==> config.mk <==
export PLATFORM = sky130hd
export DESIGN_NAME = led_serial_front
export DESIGN_NICKNAME = d
export VERILOG_FILES = /design/src/rtl/lsf_pkg.sv /design/src/rtl/lsf_shift_in.sv /design/src/rtl/lsf_cmd_count.sv /design/src/rtl/lsf_gs_store.sv /design/src/rtl/lsf_fc_reg.sv /design/src/rtl/led_serial_front.sv
export SDC_FILE = /design/constraint.sdc
export NUM_CORES = 2
export LEC_CHECK = 0
export ABC_AREA = 1
export BUFFER_PORTS_ARGS = -buffer_cell sky130_fd_sc_hd__buf_2
export CORE_UTILIZATION = 35
export CTS_CLUSTER_DIAMETER = 30
export DETAILED_ROUTE_END_ITERATION = 10
export PLACE_DENSITY = 0.65
export SLEW_MARGIN = 25
export SYNTH_ARGS = -nofsm -noshare
export SYNTH_HDL_FRONTEND = slang
export SYNTH_SLANG_ARGS = --single-unit
==> constraint.sdc <==
create_clock -name clk -period 14.1 [get_ports clk]
set_input_delay 2.115 -clock clk [delete_from_list [all_inputs] [get_ports clk]]
set_output_delay 2.115 -clock clk [all_outputs]
set_load 0.01 [all_outputs]
==> src/rtl/lsf_pkg.sv <==
package lsf_pkg;

  localparam int LSF_CNT_W = 4;

  typedef enum logic [2:0] {
    CMD_NONE,
    CMD_GS_WRITE,
    CMD_GS_PUBLISH,
    CMD_FC_WRITE,
    CMD_LINE_RESET
  } lsf_cmd_e;

  // Map an edge count seen while the strobe is high to a command.
  function automatic lsf_cmd_e lsf_decode(input logic [LSF_CNT_W-1:0] edges);
    case (edges)
      4'd1:    return CMD_GS_WRITE;
      4'd3:    return CMD_GS_PUBLISH;
      4'd5:    return CMD_FC_WRITE;
      4'd7:    return CMD_LINE_RESET;
      default: return CMD_NONE;
    endcase
  endfunction

  // Power-on value of the control word.
  function automatic logic [47:0] lsf_fc_default();
    logic [47:0] w;
    w        = '0;
    w[2:0]   = 3'd4;
    w[11:3]  = 9'h100;
    w[20:12] = 9'h100;
    w[29:21] = 9'h100;
    return w;
  endfunction

endpackage

==> src/rtl/lsf_shift_in.sv <==
module lsf_shift_in #(
  parameter int W = 48
) (
  input  logic         clk,
  input  logic         rst_n,
  input  logic         sclk,
  input  logic         sin,
  input  logic         lat,
  output logic [W-1:0] sr_q,
  output logic         sclk_rise,
  output logic         lat_fall,
  output logic         lat_lvl
);
  logic sclk_s, sclk_d, sin_s, lat_s, lat_d;

  always_ff @(posedge clk) begin
    if (!rst_n) begin
      sclk_s <= 1'b0;
      sclk_d <= 1'b0;
      sin_s  <= 1'b0;
      lat_s  <= 1'b0;
      lat_d  <= 1'b0;
      sr_q   <= '0;
    end else begin
      sclk_s <= sclk;
      sclk_d <= sclk_s;
      sin_s  <= sin;
      lat_s  <= lat;
      lat_d  <= lat_s;
      if (sclk_rise) sr_q <= {sr_q[W-2:0], sin_s};
    end
  end

  assign sclk_rise = sclk_s & ~sclk_d;
  assign lat_fall  = lat_d & ~lat_s;
  assign lat_lvl   = lat_s;

  AST_SOUT_SHIFT: assert property (@(posedge clk) disable iff (!rst_n)
    sclk_rise |=> sr_q[W-1] == $past(sr_q[W-2]));

endmodule

==> src/rtl/lsf_cmd_count.sv <==
module lsf_cmd_count
  import lsf_pkg::*;
(
  input  logic clk,
  input  logic rst_n,
  input  logic sclk_rise,
  input  logic lat_lvl,
  input  logic lat_fall,
  output logic gs_wr_ev,
  output logic gs_pub_ev,
  output logic fc_wr_ev
);
  localparam logic [LSF_CNT_W-1:0] CNT_MAX = '1;

  logic [LSF_CNT_W-1:0] cnt_q;
  lsf_cmd_e             cmd;

  always_ff @(posedge clk) begin
    if (!rst_n) begin
      cnt_q <= '0;
    end else if (lat_fall) begin
      cnt_q <= '0;
    end else if (sclk_rise && lat_lvl && cnt_q != CNT_MAX) begin
      cnt_q <= cnt_q + 1'b1;
    end
  end

  always_comb begin
    cmd       = lat_fall ? lsf_decode(cnt_q) : CMD_NONE;
    gs_pub_ev = (cmd == CMD_GS_PUBLISH) || (cmd == CMD_LINE_RESET);
    gs_wr_ev  = (cmd == CMD_GS_WRITE) || gs_pub_ev;
    fc_wr_ev  = (cmd == CMD_FC_WRITE);
  end

  AST_CMD_AT_FALL: assert property (@(posedge clk) disable iff (!rst_n)
    (gs_wr_ev || fc_wr_ev) |-> lat_fall);

  AST_CNT_CLEARED: assert property (@(posedge clk) disable iff (!rst_n)
    lat_fall |=> cnt_q == '0);

endmodule

==> src/rtl/lsf_gs_store.sv <==
module lsf_gs_store #(
  parameter int CH     = 48,
  parameter int GROUPS = 16
) (
  input  logic                 clk,
  input  logic                 rst_n,
  input  logic                 gs_wr_ev,
  input  logic                 gs_pub_ev,
  input  logic [CH-1:0]        word,
  output logic [CH*GROUPS-1:0] disp_q
);
  localparam int ADDR_W = (GROUPS > 1) ? $clog2(GROUPS) : 1;
  localparam logic [ADDR_W-1:0] LAST = ADDR_W'(GROUPS - 1);

  logic [CH-1:0]     stage_q [GROUPS];
  logic [ADDR_W-1:0] addr_q;

  function automatic logic [ADDR_W-1:0] next_addr(input logic [ADDR_W-1:0] a);
    return (a == LAST) ? '0 : a + 1'b1;
  endfunction

  always_ff @(posedge clk) begin
    if (!rst_n) begin
      addr_q <= '0;
    end else if (gs_pub_ev) begin
      addr_q <= '0;
    end else if (gs_wr_ev) begin
      addr_q <= next_addr(addr_q);
    end
  end

  for (genvar g = 0; g < GROUPS; g++) begin : g_grp
    always_ff @(posedge clk) begin
      if (!rst_n) begin
        stage_q[g]         <= '0;
        disp_q[g*CH +: CH] <= '0;
      end else begin
        if (gs_wr_ev && addr_q == ADDR_W'(g)) stage_q[g] <= word;
        if (gs_pub_ev)
          disp_q[g*CH +: CH] <= (addr_q == ADDR_W'(g)) ? word : stage_q[g];
      end
    end
  end

  AST_ADDR_CLEAR: assert property (@(posedge clk) disable iff (!rst_n)
    gs_pub_ev |=> addr_q == '0);

  AST_ADDR_STEP: assert property (@(posedge clk) disable iff (!rst_n)
    (gs_wr_ev && !gs_pub_ev) |=> addr_q == next_addr($past(addr_q)));

  AST_DISP_HOLD: assert property (@(posedge clk) disable iff (!rst_n)
    !gs_pub_ev |=> $stable(disp_q));

  AST_ADDR_IDLE: assert property (@(posedge clk) disable iff (!rst_n)
    !gs_wr_ev |=> $stable(addr_q));

endmodule

==> src/rtl/lsf_fc_reg.sv <==
module lsf_fc_reg #(
  parameter int W = 48
) (
  input  logic         clk,
  input  logic         rst_n,
  input  logic         fc_wr_ev,
  input  logic [W-1:0] word,
  output logic [W-1:0] fc_q
);
  localparam logic [W-1:0] FC_RST = W'(lsf_pkg::lsf_fc_default());

  always_ff @(posedge clk) begin
    if (!rst_n)        fc_q <= FC_RST;
    else if (fc_wr_ev) fc_q <= word;
  end

  AST_FC_HOLD: assert property (@(posedge clk) disable iff (!rst_n)
    !fc_wr_ev |=> $stable(fc_q));

  AST_FC_LOAD: assert property (@(posedge clk) disable iff (!rst_n)
    fc_wr_ev |=> fc_q == $past(word));

endmodule

==> src/rtl/led_serial_front.sv <==
module led_serial_front #(
  parameter int CH      = 48,
  parameter int GS_BITS = 16
) (
  input  logic                  clk,
  input  logic                  rst_n,
  input  logic                  sclk,
  input  logic                  sin,
  input  logic                  lat,
  output logic                  sout,
  output logic [CH*GS_BITS-1:0] disp_data,
  output logic [CH-1:0]         fc_word
);
  localparam int GROUPS = GS_BITS;

  logic [CH-1:0] sr_q;
  logic          sclk_rise, lat_fall, lat_lvl;
  logic          gs_wr_ev, gs_pub_ev, fc_wr_ev;

  lsf_shift_in #(.W(CH)) u_shift (
    .clk(clk), .rst_n(rst_n), .sclk(sclk), .sin(sin), .lat(lat),
    .sr_q(sr_q), .sclk_rise(sclk_rise), .lat_fall(lat_fall), .lat_lvl(lat_lvl)
  );

  lsf_cmd_count u_cmd (
    .clk(clk), .rst_n(rst_n), .sclk_rise(sclk_rise), .lat_lvl(lat_lvl),
    .lat_fall(lat_fall), .gs_wr_ev(gs_wr_ev), .gs_pub_ev(gs_pub_ev),
    .fc_wr_ev(fc_wr_ev)
  );

  lsf_gs_store #(.CH(CH), .GROUPS(GROUPS)) u_store (
    .clk(clk), .rst_n(rst_n), .gs_wr_ev(gs_wr_ev), .gs_pub_ev(gs_pub_ev),
    .word(sr_q), .disp_q(disp_data)
  );

  lsf_fc_reg #(.W(CH)) u_fc (
    .clk(clk), .rst_n(rst_n), .fc_wr_ev(fc_wr_ev), .word(sr_q), .fc_q(fc_word)
  );

  assign sout = sr_q[CH-1];

  AST_ONE_TARGET: assert property (@(posedge clk) disable iff (!rst_n)
    !(gs_wr_ev && fc_wr_ev));

endmodule

==> summary.md <==
| Metric | Value |
|---|---|
| Final min period | 5850 ps |
| Setup_tns | 0 ps |
| Vias/cell | 5.35 |
| Register Area | 0.0335 mm2 |
| Rows | 150 |
| Critical path class | in -> reg |
| Setup crit end kind | flop |
| Detailed Route WL | 234000 um |
| Detail Placement HPWL | 132000 um |
| Comb pwr share | 1.9% |
| Register area share after synthesis | 56.7% |
| Wire per inst | 22.6 um |
| NetSw | 2960 uW |
| Peak VDD IR | 0.144 mV |
| Die outline area | 0.170 mm2 |
| Synth Instances | 7331 |
| Clk pwr share | 62.5% |
| Port Buffer Count | 821 |
| Remaining global-route overflow | 0 |
| Power Dens Cells | 177 mW/mm2 |
| Post-synth EDFFs | 48 |
| Final ANT Viol Nets | 0 |
| Clk_lat worst skew | 940 ps |
| Core area | 0.167 mm2 |
| Top-count cell post-synth | nand2_1 |
| Hold Vio Cnt, Final | 0 |
| DR iter-0 viols | 7267 |
| CTS Hold Bufs | 0 |
| Nets | 7891 |
| 1st-pass router iterations | 6 |
| Avg Cell Area, Syn | 8.04 um2 |
| DRC | 0 |
| Top-area cell type share of the netlist area | 54.2% |
| #FFs+latches synth | 1645 |
| Pleak | 0.0376 uW |
| Inst Count DP | 9732 |
| Vert. Die Dim | 412 um |
| Layout cells sized above 1 | 19.4% |
| Area of the multi-input gates | 0.0218 mm2 |
| Initial antenna violation count | 15 |
| Hold Crit Class | reg -> reg |
| CP Data Arrival Time | 6720 ps |
| CTS tree | done |
| Final Instance Count excl. Fillers | 10400 |
| Largest net degree at the start of global routing | 265 |
| DIE WIDTH | 412 um |
| Sequential share of power | 35.6% |
| CTS Buffer Depth | 4 |
| Design Power | 13400 uW |
| Slew headroom | 9.74% |
| Least-Margin Pin Slew | 1350 ps |
| Clock transition at path regs | 50 ps |
| Vias in the first global route | 49900 |
| Syn. warnings | 0 |
| Maxcap violations | 0 |
| Status | finished clean |
| Tcrit/Tclk final | 41.5% |
| CP Max Fanout | 144 |
| Top_reg_cell synth | dfxtp_1 |
| Most frequent cells after synthesis | 2960 x nand2_1, 1597 x dfxtp_1, 725 x nand3_1 |
| Total number of vias | 55400 |
| Largest area contributor in the netlist | dfxtp_1 |
| CTS root buf | clkbuf_16 |
| Top cells by area, synth | dfxtp_1 54%, nand2_1 19%, nand4_1 7.6%, nand3_1 6.2%, clkbuf_1 2.5% |
| First-pass GRT wire length | 331000 um |
| Post-synth ARST share | 0% |
| Filler cell count | 15900 |
| Max Fclk | 171 MHz |
| Synth Cell Area | 0.0589 mm2 |
| GPL Wtd Cong | 0.806 |
| RSZ-0062 raised after global routing | false |
| GRT Total Usage | 26.2% |
| CTS resizes | 0 |
| P&R area growth vs syn | 28.4% |
| Worst Path Required | 14970 ps |
| Switching share of power | 22.0% |
| Syn nets | 7342 |
| CTS Buf Count | 348 |
| Initial core utilization | 35.2% |
| # IOs | 822 |
| Post-CTS Setup Inserts | 0 |
| Crit start category | input pin |
| Final setup fails | 0 |
| Setup Skew | 53.8 ps |
| H-tree depth | 5 |
| Slew Limit Fails | 0 |
| CTS sink cnt | 1645 |
| Pint | 10500 uW |
| Synth cell types | 29 |
==> path summary, 6_finish.rpt <==
| kind | start | to | slack (ps) | depth (start not counted) |
|---|---|---|---|---|
| setup / recovery | rst_n | u_store.disp_q[370] | 8250 | 9 |
| hold / removal | u_store.disp_q[262] | u_store.disp_q[262] | 450 | 2 |
| setup reg to reg | u_cmd.cnt_q[0] | u_store.disp_q[687] | 8280 | 15 |
| hold reg to reg | u_store.disp_q[262] | u_store.disp_q[262] | 450 | 2 |
==> layout by cell type (no fill, tap or decap), types with 54 or more instances in the layout <==
cell type / Yosys / final
nand2_1: 2960 / 2953
dfxtp_1: 1597 / 1549
buf_2: 112 / 820
nand3_1: 725 / 725
nand4_1: 720 / 720
clkbuf_16: 0 / 360
a21oi_1: 150 / 150
o21ai_0: 150 / 149
inv_1: 119 / 117
buf_4: 40 / 79
nor2_1: 70 / 54
==> logic make-up (layout without fill, tap and decap cells) <==
group	count (synthesis)	after routing	synth area share [%]
compound gates	349	349	3.28
xor+xnor	1	1	0.0149
fa+ha+maj	6	6	0.127
buf+inv	839	1655	6.59
flops	1645	1645	56.7
other cells	0	5	0
simple gates	4491	4491	33.3
==> state kept, by name, indices dropped and copies added, names as in the netlist <==
name	cells
u_store.disp_q	768
u_store.stage_q	768
u_shift.lat_d	1
u_shift.sclk_d	1
u_cmd.cnt_q	4
u_shift.sclk_s	1
u_fc.fc_q	48
u_shift.sr_q	48
u_shift.sin_s	1
u_shift.lat_lvl	1
u_store.addr_q	4
==> worst max-delay path: stages <==
cell and delay (ps):
buf_8 590, buf_4 780, buf_4 740, buf_4 830, buf_4 880, nand4_1 200
nand2_1 150, nand2_1 60, nand2_1 90
==> power by group through the flow <==
stage	Combinational [uW]	Sequential, uW	Clock, uW
floorplan	155	4790	0
global placement	235	4870	0
finish	253	4780	8380
detailed placement	243	4870	0
CTS	243	4780	8440
global route	259	4770	8690
==> final cells by class <==
cell class                 instances  share of cell area (%)
antenna                            5                  0.0165
tap                             2204                    3.64
timing repair buffer             916                    6.59
multi-input combinational       4847                    28.9
inverter                         122                   0.625
clock inverter                   170                    3.02
sequential                      1645                    44.3
clock buffer                     447                    13.0
==> through the flow <==
step                      setup WS, ps  area [um2]  util, %  hold slack [ps]
final                             8250       75700     45.3              446
after global routing              7830       75700     45.2              459
after CTS                         8300       75600     45.2              448
after detailed placement          7550       63500     38.0              433
after global placement            7670       63400     37.9              432
after floorplan                   8750       58900        -              414
==> per-layer routing <==
metal | global-route usage, % | part of all wire (%)
met1 | 35.0 | 41
met2 | 39.0 | 43
met3 | 6.09 | 10
met4 | 13.5 | 5.1
met5 | 0 | 0
Power figures use the tool's default switching activity.
